--- src/rtl/pws_pkg.sv ---
// Package: shared types for the storage mode and reset sequencer.
// Holds the power state encoding and the width of the wake line group.
package pws_pkg;

    localparam int WAKE_LINES = 3;

    typedef enum logic [1:0] {
        PM_ACTIVE = 2'd0,
        PM_ARMED  = 2'd1,
        PM_STORE  = 2'd2
    } pm_state_t;

endpackage

--- src/rtl/wake_edge_sync.sv ---
// wake_edge_sync: brings N asynchronous wake lines into the clock domain
// through two flops each, then flags a rising edge on any of them.
// Assumes the lines are level signals that stay stable for at least two
// clocks; shorter glitches may be missed.
module wake_edge_sync #(
    parameter int N = 3
) (
    input  logic         clk,
    input  logic         rst_n,
    input  logic [N-1:0] lines_in,
    output logic         rise_any
);
    logic [N-1:0] rise_vec;

    for (genvar g = 0; g < N; g++) begin : g_line
        logic s1, s2, s3;
        // Two-stage synchronizer plus a history flop for edge detection.
        always_ff @(posedge clk) begin
            if (!rst_n) begin
                s1 <= 1'b0;
                s2 <= 1'b0;
                s3 <= 1'b0;
            end else begin
                s1 <= lines_in[g];
                s2 <= s1;
                s3 <= s2;
            end
        end
        assign rise_vec[g] = s2 & ~s3;
    end

    assign rise_any = |rise_vec;

endmodule

--- src/rtl/unlock_detect.sv ---
// unlock_detect: tracks a fixed three-write address/data sequence and emits
// a registered one-cycle pulse when the third step matches. A mismatching
// valid write restarts the sequence, and counts as step one if it matches it.
// Assumes the step-one pattern differs from the later steps.
module unlock_detect #(
    parameter int               ADDR_W = 16,
    parameter int               DATA_W = 8,
    parameter logic [ADDR_W-1:0] S0_ADDR = 16'hFF5A,
    parameter logic [DATA_W-1:0] S0_DATA = 8'h4F,
    parameter logic [ADDR_W-1:0] S1_ADDR = 16'h0000,
    parameter logic [DATA_W-1:0] S1_DATA = 8'h7D,
    parameter logic [ADDR_W-1:0] S2_ADDR = 16'h0080,
    parameter logic [DATA_W-1:0] S2_DATA = 8'h7D
) (
    input  logic              clk,
    input  logic              rst_n,
    input  logic              wr_valid,
    input  logic [ADDR_W-1:0] wr_addr,
    input  logic [DATA_W-1:0] wr_data,
    output logic              fire
);
    logic [1:0] step;
    logic       hit0, hit1, hit2;

    // Compare the current write against each step pattern.
    always_comb begin
        hit0 = (wr_addr == S0_ADDR) && (wr_data == S0_DATA);
        hit1 = (wr_addr == S1_ADDR) && (wr_data == S1_DATA);
        hit2 = (wr_addr == S2_ADDR) && (wr_data == S2_DATA);
    end

    // Advance, restart or complete the sequence on each valid write.
    always_ff @(posedge clk) begin
        if (!rst_n) begin
            step <= 2'd0;
            fire <= 1'b0;
        end else begin
            fire <= 1'b0;
            if (wr_valid) begin
                unique case (step)
                    2'd0: step <= hit0 ? 2'd1 : 2'd0;
                    2'd1: step <= hit1 ? 2'd2 : (hit0 ? 2'd1 : 2'd0);
                    2'd2: begin
                        if (hit2) begin
                            fire <= 1'b1;
                            step <= 2'd0;
                        end else begin
                            step <= hit0 ? 2'd1 : 2'd0;
                        end
                    end
                    default: step <= 2'd0;
                endcase
            end
        end
    end

    AST_FIRE_SINGLE: assert property (@(posedge clk) disable iff (!rst_n)
        fire |=> !fire);
    AST_FIRE_AFTER_WRITE: assert property (@(posedge clk) disable iff (!rst_n)
        fire |-> $past(wr_valid));
    AST_FIRE_FROM_LAST_STEP: assert property (@(posedge clk) disable iff (!rst_n)
        fire |-> ($past(step) == 2'd2));
    AST_IDLE_HOLDS_STEP: assert property (@(posedge clk) disable iff (!rst_n)
        !wr_valid |=> $stable(step));

endmodule

--- src/rtl/power_state_ctrl.sv ---
// power_state_ctrl: active / armed / storage state machine. A matching
// command arms a delay of TICK_DIV*ENTRY_TICKS clocks, after which storage
// mode is entered. A wake edge cancels arming or leaves storage. A soft
// reset pulse cancels arming only. Priority: soft reset, wake, command.
// Assumes TICK_DIV >= 2 and ENTRY_TICKS >= 1.
module power_state_ctrl
    import pws_pkg::*;
#(
    parameter int               ADDR_W      = 16,
    parameter int               DATA_W      = 8,
    parameter logic [ADDR_W-1:0] LP_ADDR    = 16'h0000,
    parameter logic [DATA_W-1:0] LP_DATA    = 8'h0B,
    parameter int               TICK_DIV    = 32768,
    parameter int               ENTRY_TICKS = 6500
) (
    input  logic              clk,
    input  logic              rst_n,
    input  logic              wr_valid,
    input  logic [ADDR_W-1:0] wr_addr,
    input  logic [DATA_W-1:0] wr_data,
    input  logic              wake,
    input  logic              soft_rst,
    output logic              low_power,
    output logic              gauge_en
);
    localparam int PW = (TICK_DIV > 1) ? $clog2(TICK_DIV) : 1;
    localparam int TW = $clog2(ENTRY_TICKS + 1);
    localparam logic [PW-1:0] PRE_LAST  = PW'(TICK_DIV - 1);
    localparam logic [TW-1:0] TICK_LAST = TW'(ENTRY_TICKS - 1);

    pm_state_t    state;
    logic [PW-1:0] pre_cnt;
    logic [TW-1:0] tick_cnt;
    logic          lp_cmd;
    logic          tick;

    // Decode the enable-low-power command and the prescaler tick.
    always_comb begin
        lp_cmd = wr_valid && (wr_addr == LP_ADDR) && (wr_data == LP_DATA);
        tick   = (pre_cnt == PRE_LAST);
    end

    // State transitions and entry-delay counting.
    always_ff @(posedge clk) begin
        if (!rst_n) begin
            state    <= PM_ACTIVE;
            pre_cnt  <= '0;
            tick_cnt <= '0;
        end else begin
            unique case (state)
                PM_ACTIVE: begin
                    if (lp_cmd && !soft_rst && !wake) begin
                        state    <= PM_ARMED;
                        pre_cnt  <= '0;
                        tick_cnt <= '0;
                    end
                end
                PM_ARMED: begin
                    if (soft_rst || wake) begin
                        state <= PM_ACTIVE;
                    end else if (lp_cmd) begin
                        pre_cnt  <= '0;
                        tick_cnt <= '0;
                    end else begin
                        pre_cnt <= tick ? '0 : pre_cnt + 1'b1;
                        if (tick) begin
                            if (tick_cnt == TICK_LAST) begin
                                state <= PM_STORE;
                            end
                            tick_cnt <= tick_cnt + 1'b1;
                        end
                    end
                end
                PM_STORE: begin
                    if (wake) begin
                        state <= PM_ACTIVE;
                    end
                end
                default: state <= PM_ACTIVE;
            endcase
        end
    end

    assign low_power = (state == PM_STORE);
    assign gauge_en  = (state != PM_STORE);

    AST_ENTRY_ON_LAST_TICK: assert property (@(posedge clk) disable iff (!rst_n)
        $rose(low_power) |-> ($past(tick_cnt) == TICK_LAST));
    AST_STORE_NO_GAUGE: assert property (@(posedge clk) disable iff (!rst_n)
        low_power |-> !gauge_en);
    AST_WAKE_LEAVES_STORE: assert property (@(posedge clk) disable iff (!rst_n)
        (wake && low_power) |=> !low_power);
    AST_WAKE_CANCELS_ARM: assert property (@(posedge clk) disable iff (!rst_n)
        (wake && state == PM_ARMED) |=> (state == PM_ACTIVE));
    AST_SOFT_RST_CANCELS: assert property (@(posedge clk) disable iff (!rst_n)
        (soft_rst && state == PM_ARMED) |=> (state == PM_ACTIVE));

endmodule

--- src/rtl/pwr_reset_seq.sv ---
// pwr_reset_seq: top of the storage mode and reset sequencer. Combines the
// wake-line synchronizer, the unlock sequence detector and the power state
// machine. Assumes writes arrive as single-cycle address/data strobes.
module pwr_reset_seq
    import pws_pkg::*;
#(
    parameter int ADDR_W      = 16,
    parameter int DATA_W      = 8,
    parameter int TICK_DIV    = 32768,
    parameter int ENTRY_TICKS = 6500
) (
    input  logic              clk,
    input  logic              rst_n,
    input  logic              wr_valid,
    input  logic [ADDR_W-1:0] wr_addr,
    input  logic [DATA_W-1:0] wr_data,
    input  logic [2:0]        wake_in,
    output logic              low_power,
    output logic              gauge_en,
    output logic              reset_req
);
    logic wake_rise;

    wake_edge_sync #(.N(WAKE_LINES)) u_wake (
        .clk      (clk),
        .rst_n    (rst_n),
        .lines_in (wake_in),
        .rise_any (wake_rise)
    );

    unlock_detect #(.ADDR_W(ADDR_W), .DATA_W(DATA_W)) u_unlock (
        .clk      (clk),
        .rst_n    (rst_n),
        .wr_valid (wr_valid),
        .wr_addr  (wr_addr),
        .wr_data  (wr_data),
        .fire     (reset_req)
    );

    power_state_ctrl #(
        .ADDR_W      (ADDR_W),
        .DATA_W      (DATA_W),
        .TICK_DIV    (TICK_DIV),
        .ENTRY_TICKS (ENTRY_TICKS)
    ) u_pwr (
        .clk       (clk),
        .rst_n     (rst_n),
        .wr_valid  (wr_valid),
        .wr_addr   (wr_addr),
        .wr_data   (wr_data),
        .wake      (wake_rise),
        .soft_rst  (reset_req),
        .low_power (low_power),
        .gauge_en  (gauge_en)
    );

endmodule

--- config.mk ---
export PLATFORM = sky130hd
export DESIGN_NAME = pwr_reset_seq
export DESIGN_NICKNAME = d
export VERILOG_FILES = /design/src/rtl/pws_pkg.sv /design/src/rtl/wake_edge_sync.sv /design/src/rtl/unlock_detect.sv /design/src/rtl/power_state_ctrl.sv /design/src/rtl/pwr_reset_seq.sv
export SDC_FILE = /design/constraint.sdc
export NUM_CORES = 1
export LEC_CHECK = 0
export BUFFER_PORTS_ARGS = -buffer_cell sky130_fd_sc_hd__buf_2
export CAP_MARGIN = 20
export CELL_PAD_IN_SITES_DETAIL_PLACEMENT = 0
export CELL_PAD_IN_SITES_GLOBAL_PLACEMENT = 1
export CORE_ASPECT_RATIO = 0.6
export CORE_MARGIN = 5
export CORE_UTILIZATION = 46
export CTS_CLUSTER_SIZE = 10
export DETAILED_ROUTE_END_ITERATION = 16
export HOLD_SLACK_MARGIN = 0.03
export PLACE_DENSITY = 0.84
export SYNTH_ARGS = -nofsm -noshare
export SYNTH_HDL_FRONTEND = slang
export SYNTH_SLANG_ARGS = --single-unit
--- constraint.sdc ---
create_clock -name clk -period 4.5 [get_ports clk]
set_input_delay 0.225 -clock clk [delete_from_list [all_inputs] [get_ports clk]]
set_output_delay 0.225 -clock clk [all_outputs]
set_load 0.02 [all_outputs]
==> out/qor.csv, run 1 <==
metric,value,unit
status,"complete, no violations",
insertion_delay,300,ps
track_usage,18.2,%
cts.clk_slew.worst_paths,90,ps
rsz0062_at_grt,no,
die_h,65.1,um
row_count,20,
tightest_slew,933,ps
clock-sinks,42,
core,4980,um2
yosysSeqAreaShare,36.1,%
drt_pre_antenna_iters,4,
drt-total-wl,5710,um
layout.cells.most_common_list,"dfxtp_1 (42), buf_2 (32), nand3_1 (20), nand2_1 (20), nor2_1 (16)",
avgRoutedWirePerCell,15.3,um
ir_worst_vdd,0.132,mV
crit_type,reg2reg,
arrival,2450,ps
drive_above_1_share,19.0,%
hold_ws,121,ps
io_pins,33,
max_freq,454,MHz
fillers,478,
h-tree-depth,2,
finalSetupTns,0,ps
vias_per_cell,5.93,
portBuffers,32,
synth_edf_count,0,
n_antenna_cell,0,
ys_warn_count,0,
grt_pass1_vias,1968,
period_needed,2200,ps
syn_nets,308,
clockBufferDepth,2,
syn_to_final_growth,13.7,%
vias,2206,
postCtsSetupRepairBufs,0,
ys_seq_elements,42,
startpoint_type,register,
cts_hold_buf,0,
power.density,295,nW/um2
die_area,6640,um2
cts_tree,done,
final_util,53.2,%
worstPathRequired,4750,ps
finClkSkew,3.91,ps
mappedNetlistArea,2330,um2
initial_core_util,46.8,%
fp.dieW,102,um
dp_hpwl,4070,um
first_iter_violations,150,
period_share,49.0,%
crit_path_end_kind,register,
antenna_found_initial,0,
ctsRootBufferMaster,clkbuf_8,
gp_congestion,0.802,
cts_buffers,5,
finalMaxSlewViolations,0,
slew_headroom,37.8,%
finalHoldViolations,0,
critPathMaxFanout,10,
syn-instance-count,276,
grt_overflow,0,
drc_errors,0,
final_common_cell,dfxtp_1,
drv_cap,0,
async_flop_share,0,%
synth_flop_cell,dfxtp_1,
grt_max_degree,23,
hold_path_class,in2reg,
p_leak,1.01,nW
setup_viol,0,
syn_avg_cell_area,8.45,um2
antenna_left,0,
synth.distinct_cells,56,
cts_resized,0,
grt_pass1_wl,9560,um
nNetsFinal,337,
through the flow:
step	cells	total power [W]	cell area, um2	setup WS (ps)
2_1_floorplan	276	0.000405	2330	2470
3_3_place_gp	364	0.000423	2510	2140
3_5_place_dp	364	0.000424	2510	2130
4_1_cts	372	0.000786	2650	2260
5_1_grt	372	0.000808	2650	2050
6_report	372	0.000781	2650	2300
registers in the layout (all words and copies together), names as in the netlist:
signal and cells:
u_wake.g_line.s1 3, u_unlock.fire 1, u_pwr.tick_cnt 13, u_wake.g_line.s2 3, u_pwr.pre_cnt 15, u_pwr.state 2, u_unlock.step 2, u_wake.g_line.s3 3
where the power goes:
part | total (W) | leakage [nW] | internal, W | switching [W]
Combinational | 0.0000403 | 0.597 | 0.0000168 | 0.0000235
Sequential | 0.000375 | 0.340 | 0.000374 | 0.000000801
Clock | 0.000365 | 0.0683 | 0.000222 | 0.000143
Total | 0.000781 | 1.01 | 0.000614 | 0.000167
synthesized netlist by cell type (2+ instances only):
cell	instances	area (um2)
o211ai_1	4	30.0
a31oi_1	2	12.5
clkbuf_8	2	27.5
and3_1	13	81.3
or2_2	3	18.8
nor2_1	16	60.1
nor4_4	2	42.5
or3_2	2	15.0
nand3_1	20	100
nor3b_1	2	15.0
o21a_1	3	22.5
nand3b_1	4	30.0
nor4_1	12	75.1
or4_1	6	45.0
nand2_1	20	75.1
inv_1	10	37.5
o311ai_0	2	17.5
clkbuf_1	8	30.0
ha_1	2	25.0
o31ai_1	4	30.0
a221o_1	9	90.1
nor3_1	4	20.0
a21oi_1	12	60.1
dfxtp_1	42	841
nand4_1	15	93.8
nand2b_1	3	18.8
and3b_1	2	17.5
o21ai_0	10	50.1
and2_1	12	75.1
nor2b_1	4	25.0
cell type report:
| class | instances | area [um2] | share of cell area, % |
|---|---|---|---|
| Clock inverter | 3 | 68.8 | 2.60 |
| Tap cell | 66 | 82.6 | 3.12 |
| Sequential cell | 42 | 841 | 31.7 |
| Clock buffer | 5 | 68.8 | 2.60 |
| Inverter | 10 | 37.5 | 1.42 |
| Multi-Input combinational cell | 213 | 1380 | 52.2 |
| Timing Repair Buffer | 33 | 168 | 6.33 |
cells by family after synthesis:
kind of cell / count (synthesis) / synth area share, %
muxes: 2 / 0.912
adders and majority gates: 2 / 1.07
and+or+nand+nor: 152 / 39.6
buffers and inverters: 21 / 4.56
AOI/OAI and AO/OA: 57 / 17.8
DFF: 42 / 36.1
layer usage:
layer | vias up | track usage [%] | wire length, um
met4 | 0 | 5.24 | 64
met2 | 88 | 24.0 | 2150
met1 | 998 | 28.4 | 3030
li1 | 1113 | - | -
met3 | 7 | 4.56 | 464
met5 | - | 0 | 0
critical path: stages (launching register included):
cell and delay (ps):
dfxtp_1 420, nand4_1 260, nor4_1 520, nand2_1 120
nor3_2 560, mux2_2 270
path summary, 6_finish.rpt:
check                            from                   to  slack (ps)  depth (start not counted)
setup reg to reg     u_pwr.pre_cnt[7]    u_pwr.tick_cnt[0]        2300                          5
setup / recovery     u_pwr.pre_cnt[7]    u_pwr.tick_cnt[0]        2300                          5
hold / removal             wake_in[1]  u_wake.g_line[1].s1         120                          2
hold reg to reg   u_wake.g_line[1].s1  u_wake.g_line[1].s2         440                          1
Note: power is estimated with default switching activity, not from simulation.
==> run 2: changes to the inputs <==
--- a/config.mk
+++ b/config.mk
@@ -11,11 +11,11 @@
 export CELL_PAD_IN_SITES_GLOBAL_PLACEMENT = 1
 export CORE_ASPECT_RATIO = 0.6
 export CORE_MARGIN = 5
-export CORE_UTILIZATION = 46
+export CORE_UTILIZATION = 43
 export CTS_CLUSTER_SIZE = 10
 export DETAILED_ROUTE_END_ITERATION = 16
 export HOLD_SLACK_MARGIN = 0.03
-export PLACE_DENSITY = 0.84
+export PLACE_DENSITY = 0.8
 export SYNTH_ARGS = -nofsm -noshare
 export SYNTH_HDL_FRONTEND = slang
 export SYNTH_SLANG_ARGS = --single-unit
==> constraint.sdc (replaced) <==
create_clock -name clk -period 2.3 [get_ports clk]
set_input_delay 0.115 -clock clk [delete_from_list [all_inputs] [get_ports clk]]
set_output_delay 0.115 -clock clk [all_outputs]
set_load 0.02 [all_outputs]
==> out/qor.csv, run 2 (synthesis gave the netlist of run 1 again) <==
metric,value,unit,change
status,"complete, no violations",,
portBuffers,32,,unchanged
h-tree-depth,2,,unchanged
first_iter_violations,157,,+4.7%
setup_viol,0,,unchanged
track_usage,17.6,%,-0.63 points
period_needed,2050,ps,-157 ps
r2r_cells,6,,+1
grt_pass1_vias,2067,,+5.0%
hold_start,wr_addr[7],,
worstPathRequired,2540,ps,-2210 ps
gp_congestion,0.820,,+2.3%
cts_tree,done,,
startpoint_type,register,,
multi_input_area,1400,um2,+1.3%
finalMaxSlewViolations,0,,unchanged
seq_area,841,um2,unchanged
period_share,89.0,%,+40 points
cts_buffers,5,,unchanged
hold_depth,3,,+1
regMostFlops,u_pwr.pre_cnt,,
finClkSkew,8.75,ps,+4.84 ps
insertion_delay,300,ps,about the same
fin_total_pwr,0.00132,W,+69%
arrival,2280,ps,-170 ps
largest_reg_flops,15,,unchanged
biggestRegsByFlops,"u_pwr.pre_cnt: 15 flops, u_pwr.tick_cnt: 13 flops",,
power.density,490,nW/um2,+66%
drt_pre_antenna_iters,4,,unchanged
avgRoutedWirePerCell,15.2,um,-0.96%
die_area,7040,um2,+6.1%
nNetsFinal,346,,+2.7%
cts.clk_slew.worst_paths,80,ps,about the same
ir_worst_vdd,0.247,mV,+87%
die_h,67.0,um,+2.9%
finalHoldViolations,0,,unchanged
hold_path_class,in2reg,,
finalSetupTns,0,ps,unchanged
ctsRootBufferMaster,clkbuf_8,,
tightest_slew,906,ps,-26.2 ps
grt_max_degree,19,,-17%
io_pins,33,,unchanged
row_count,20,,unchanged
antenna_left,0,,unchanged
fillers,475,,-0.63%
core,5150,um2,+3.5%
drc_errors,0,,unchanged
crit_type,reg2reg,,
vias_per_cell,5.83,,-1.7%
syn_to_final_growth,15.7,%,
p_leak,1.03,nW,+2.4%
clockBufferDepth,2,,unchanged
worst_r2r_startpoint,u_pwr.pre_cnt[0],,
crit_path_end_kind,register,,
layout.cells.most_common_list,"dfxtp_1 (42), buf_2 (32), nand2_1 (20)",,
initial_core_util,45.2,%,-1.6 points
fp.dieW,105,um,+3.1%
grt_pass1_wl,9870,um,+3.3%
max_freq,489,MHz,+7.7%
grt_overflow,0,,unchanged
antenna_found_initial,0,,unchanged
drive_above_1_share,20.6,%,+1.7 points
rsz0062_at_grt,no,,
critPathMaxFanout,6,,-4
dp_hpwl,4310,um,+5.9%
drt-total-wl,5790,um,+1.4%
clock-sinks,42,,unchanged
slew_headroom,39.6,%,+1.7 points
n_antenna_cell,0,,unchanged
startpoint,u_pwr.pre_cnt[0],,
drv_cap,0,,unchanged
hold_ws,58.5,ps,-62.6 ps
final_common_cell,dfxtp_1,,
vias,2220,,+0.63%
==> run 2: routing by layer <==
metal  global-route usage, %  vias to the layer above  share of wire, %  wire length, um
li1                        -                     1137                 -                -
met4                    6.22                        0               1.2               72
met1                    26.5                     1001                56             3230
met5                       0                        -                 0                0
met3                    4.55                        8               8.2              476
met2                    23.4                       74                35             2010
==> run 2: final cells by class <==
class                           count  area share, %
Multi-Input combinational cell    213           52.0
Sequential cell                    42           31.2
Timing Repair Buffer               42           9.00
Clock buffer                        7           3.20
Tap cell                           66           3.06
Inverter                           10           1.39
Clock inverter                      1          0.186
==> run 2: stage by stage <==
step	utilization (%)	area, um2	cells	setup slack [ps]
detailed placement	49.6	2560	370	67.0
finish	52.3	2700	381	253
floorplan	-	2330	276	383
CTS	52.0	2680	381	105
global placement	49.6	2560	370	118
global route	52.3	2700	381	16.3
==> run 2: power breakdown <==
group | internal [W] | leakage [nW] | total, W | switching, W
Sequential | 0.000733 | 0.340 | 0.000734 | 0.00000146
Combinational | 0.0000393 | 0.641 | 0.0000866 | 0.0000472
Clock | 0.000242 | 0.0482 | 0.000500 | 0.000258
Total | 0.00101 | 1.03 | 0.00132 | 0.000307
==> run 2: path summary, 6_finish.rpt <==
| check | endpoint | slack, ps |
|---|---|---|
| max | u_pwr.pre_cnt[12] | 250 |
| min | u_unlock.fire | 60 |
| max reg2reg | u_pwr.pre_cnt[12] | 250 |
| min reg2reg | u_wake.g_line[2].s2 | 440 |
==> run 2: worst max-delay path: stages, from the launching register on <==
cell,delay (ps)
dfxtp_1,390
ha_1,260
nand3_2,190
or4_1,590
a2111oi_2,340
a31oi_1,70
a21oi_1,130
==> run 2: what timing repair did <==
item	4_1_cts	5_1_grt
gates resized for setup	0	4
endpoints found under the hold margin	3	0
setup endpoints to repair	0	11
hold buffers	3	0
buffers inserted	0	0
==> run 3: changes to the inputs <==
--- a/config.mk
+++ b/config.mk
@@ -15,7 +15,7 @@
 export CTS_CLUSTER_SIZE = 10
 export DETAILED_ROUTE_END_ITERATION = 16
 export HOLD_SLACK_MARGIN = 0.03
-export PLACE_DENSITY = 0.8
+export PLACE_DENSITY_LB_ADDON = 0.3
 export SYNTH_ARGS = -nofsm -noshare
 export SYNTH_HDL_FRONTEND = slang
 export SYNTH_SLANG_ARGS = --single-unit
==> out/qor.csv, run 3 (synthesis gave the netlist of run 1 again) <==
metric,value,unit,change
vias,2295,,+3.4%
nNetsFinal,349,,+0.87%
die_h,67.0,um,unchanged
biggestRegsByFlops,"u_pwr.pre_cnt: 15 flops, u_pwr.tick_cnt: 13 flops",,
hold_depth,2,,-1
n_antenna_cell,0,,unchanged
power.density,559,nW/um2,+14%
grt_overflow,0,,unchanged
tightest_slew,898,ps,-8.84 ps
rsz0062_at_grt,no,,
hold_ws,44.5,ps,-14.0 ps
final.setup.worst_slack,170,ps,-83.2 ps
arrival,2350,ps,+70 ps
clockBufferDepth,2,,unchanged
drt-total-wl,5750,um,-0.73%
cts_buffers,5,,unchanged
grt_pass1_wl,10200,um,+3.5%
status,"complete, no violations",,
hold_path_class,in2reg,,
finalMaxSlewViolations,0,,unchanged
first_iter_violations,137,,-13%
portBuffers,32,,unchanged
period_needed,2130,ps,+83.2 ps
swShare,20.0,%,-3.2 points
worstPathRequired,2520,ps,-20 ps
p_leak,1.07,nW,+3.6%
final_common_cell,dfxtp_1,,
drive_above_1_share,21.7,%,+1.1 points
cts.clk_slew.worst_paths,90,ps,about the same
crit_type,reg2reg,,
core,5150,um2,unchanged
track_usage,17.7,%,+0.19 points
dpl.cell_count,373,,+0.81%
final_cells,384,,+0.79%
antenna_left,0,,unchanged
clock-sinks,42,,unchanged
syn_to_final_growth,18.5,%,
regMostFlops,u_pwr.pre_cnt,,
grt_pass1_vias,2102,,+1.7%
period_share,92.6,%,+3.6 points
clockPowerShare,46.9,%,+9.0 points
dp_hpwl,4240,um,-1.6%
pwr-share-comb,5.5,%,-1.1 points
avgRoutedWirePerCell,15.0,um,-1.5%
antenna_found_initial,0,,unchanged
fp.dieW,105,um,unchanged
gp_congestion,0.853,,+4.0%
drc_errors,0,,unchanged
finalSetupTns,0,ps,unchanged
max_freq,469,MHz,-3.9%
finalHoldViolations,0,,unchanged
crit_path_end_kind,register,,
grt_max_degree,22,,+3
initial_core_util,45.2,%,unchanged
pre_cts_slack,48.0,ps,-19.0 ps
finClkSkew,13.1,ps,+4.34 ps
netSwitchingPower,0.000308,W,+0.50%
insertion_delay,300,ps,about the same
final_util,53.6,%,+1.3 points
setup_viol,0,,unchanged
ir_worst_vdd,0.294,mV,+19%
drt_pre_antenna_iters,5,,+1
r2r_cells,6,,unchanged
critPathMaxFanout,6,,unchanged
cts_tree,done,,
ctsRootBufferMaster,clkbuf_8,,
row_count,20,,unchanged
vias_per_cell,5.98,,+2.6%
die_area,7040,um2,unchanged
h-tree-depth,2,,unchanged
intPower,0.00123,W,+22%
io_pins,33,,unchanged
slew_headroom,40.2,%,+0.59 points
drv_cap,0,,unchanged
largest_reg_flops,15,,unchanged
layout.cells.most_common_list,"dfxtp_1 (42), buf_2 (32), nand2_1 (20)",,
sequentialPowerShare,47.6,%,-8.0 points
startpoint_type,register,,
run 3: final timing paths:
check                                    startpoint  slack (ps)                  end
worst max-delay path               u_pwr.pre_cnt[0]         170    u_pwr.pre_cnt[12]
worst max register to register     u_pwr.pre_cnt[0]         170    u_pwr.pre_cnt[12]
worst min register to register  u_wake.g_line[2].s1         440  u_wake.g_line[2].s2
worst min-delay path                     wake_in[2]          40  u_wake.g_line[2].s1
run 3: worst max-delay path: stages (launching register included):
cell and delay [ps]:
dfxtp_1 410, ha_1 270, nand3_2 200, or4_1 580, a2111oi_0 380, a31oi_1 80, a21oi_1 130
run 3: stage by stage:
step | power [W] | area (um2)
global route | 0.00160 | 2760
floorplan | 0.000793 | 2330
CTS | 0.00155 | 2740
global placement | 0.000832 | 2580
finish | 0.00154 | 2760
detailed placement | 0.000833 | 2580
run 3: per-layer routing:
metal  routed length (um)  vias up  GRT usage, %
met5                    0        -             0
li1                     -     1154             -
met2                 2240       83          25.2
met3                  460        4          3.87
met1                 3010     1054          27.0
met4                   34        0          3.83
run 3: cell type report:
type	instances	area [um2]
Fill cell	480	2390
Sequential cell	42	841
Timing Repair Buffer	45	263
Clock buffer	6	82.6
Clock inverter	2	60.1
Multi-Input combinational cell	213	1400
Tap cell	66	82.6
Inverter	10	37.5
run 3: timing repair:
item                                   4_1_cts  5_1_grt
endpoints found under the hold margin        2        0
setup buffers                                0        1
resized for setup                            0        2
setup endpoints to repair                    0       12
hold buffers                                 2        0
run 3: power by group through the flow:
| stage | clock network, W | registers, W | logic [W] |
|---|---|---|---|
| after detailed placement | 0 | 0.000751 | 0.0000814 |
| after global routing | 0.000769 | 0.000735 | 0.0000939 |
| after CTS | 0.000736 | 0.000734 | 0.0000840 |
| after global placement | 0 | 0.000751 | 0.0000811 |
| final | 0.000724 | 0.000734 | 0.0000844 |
| after floorplan | 0 | 0.000751 | 0.0000420 |
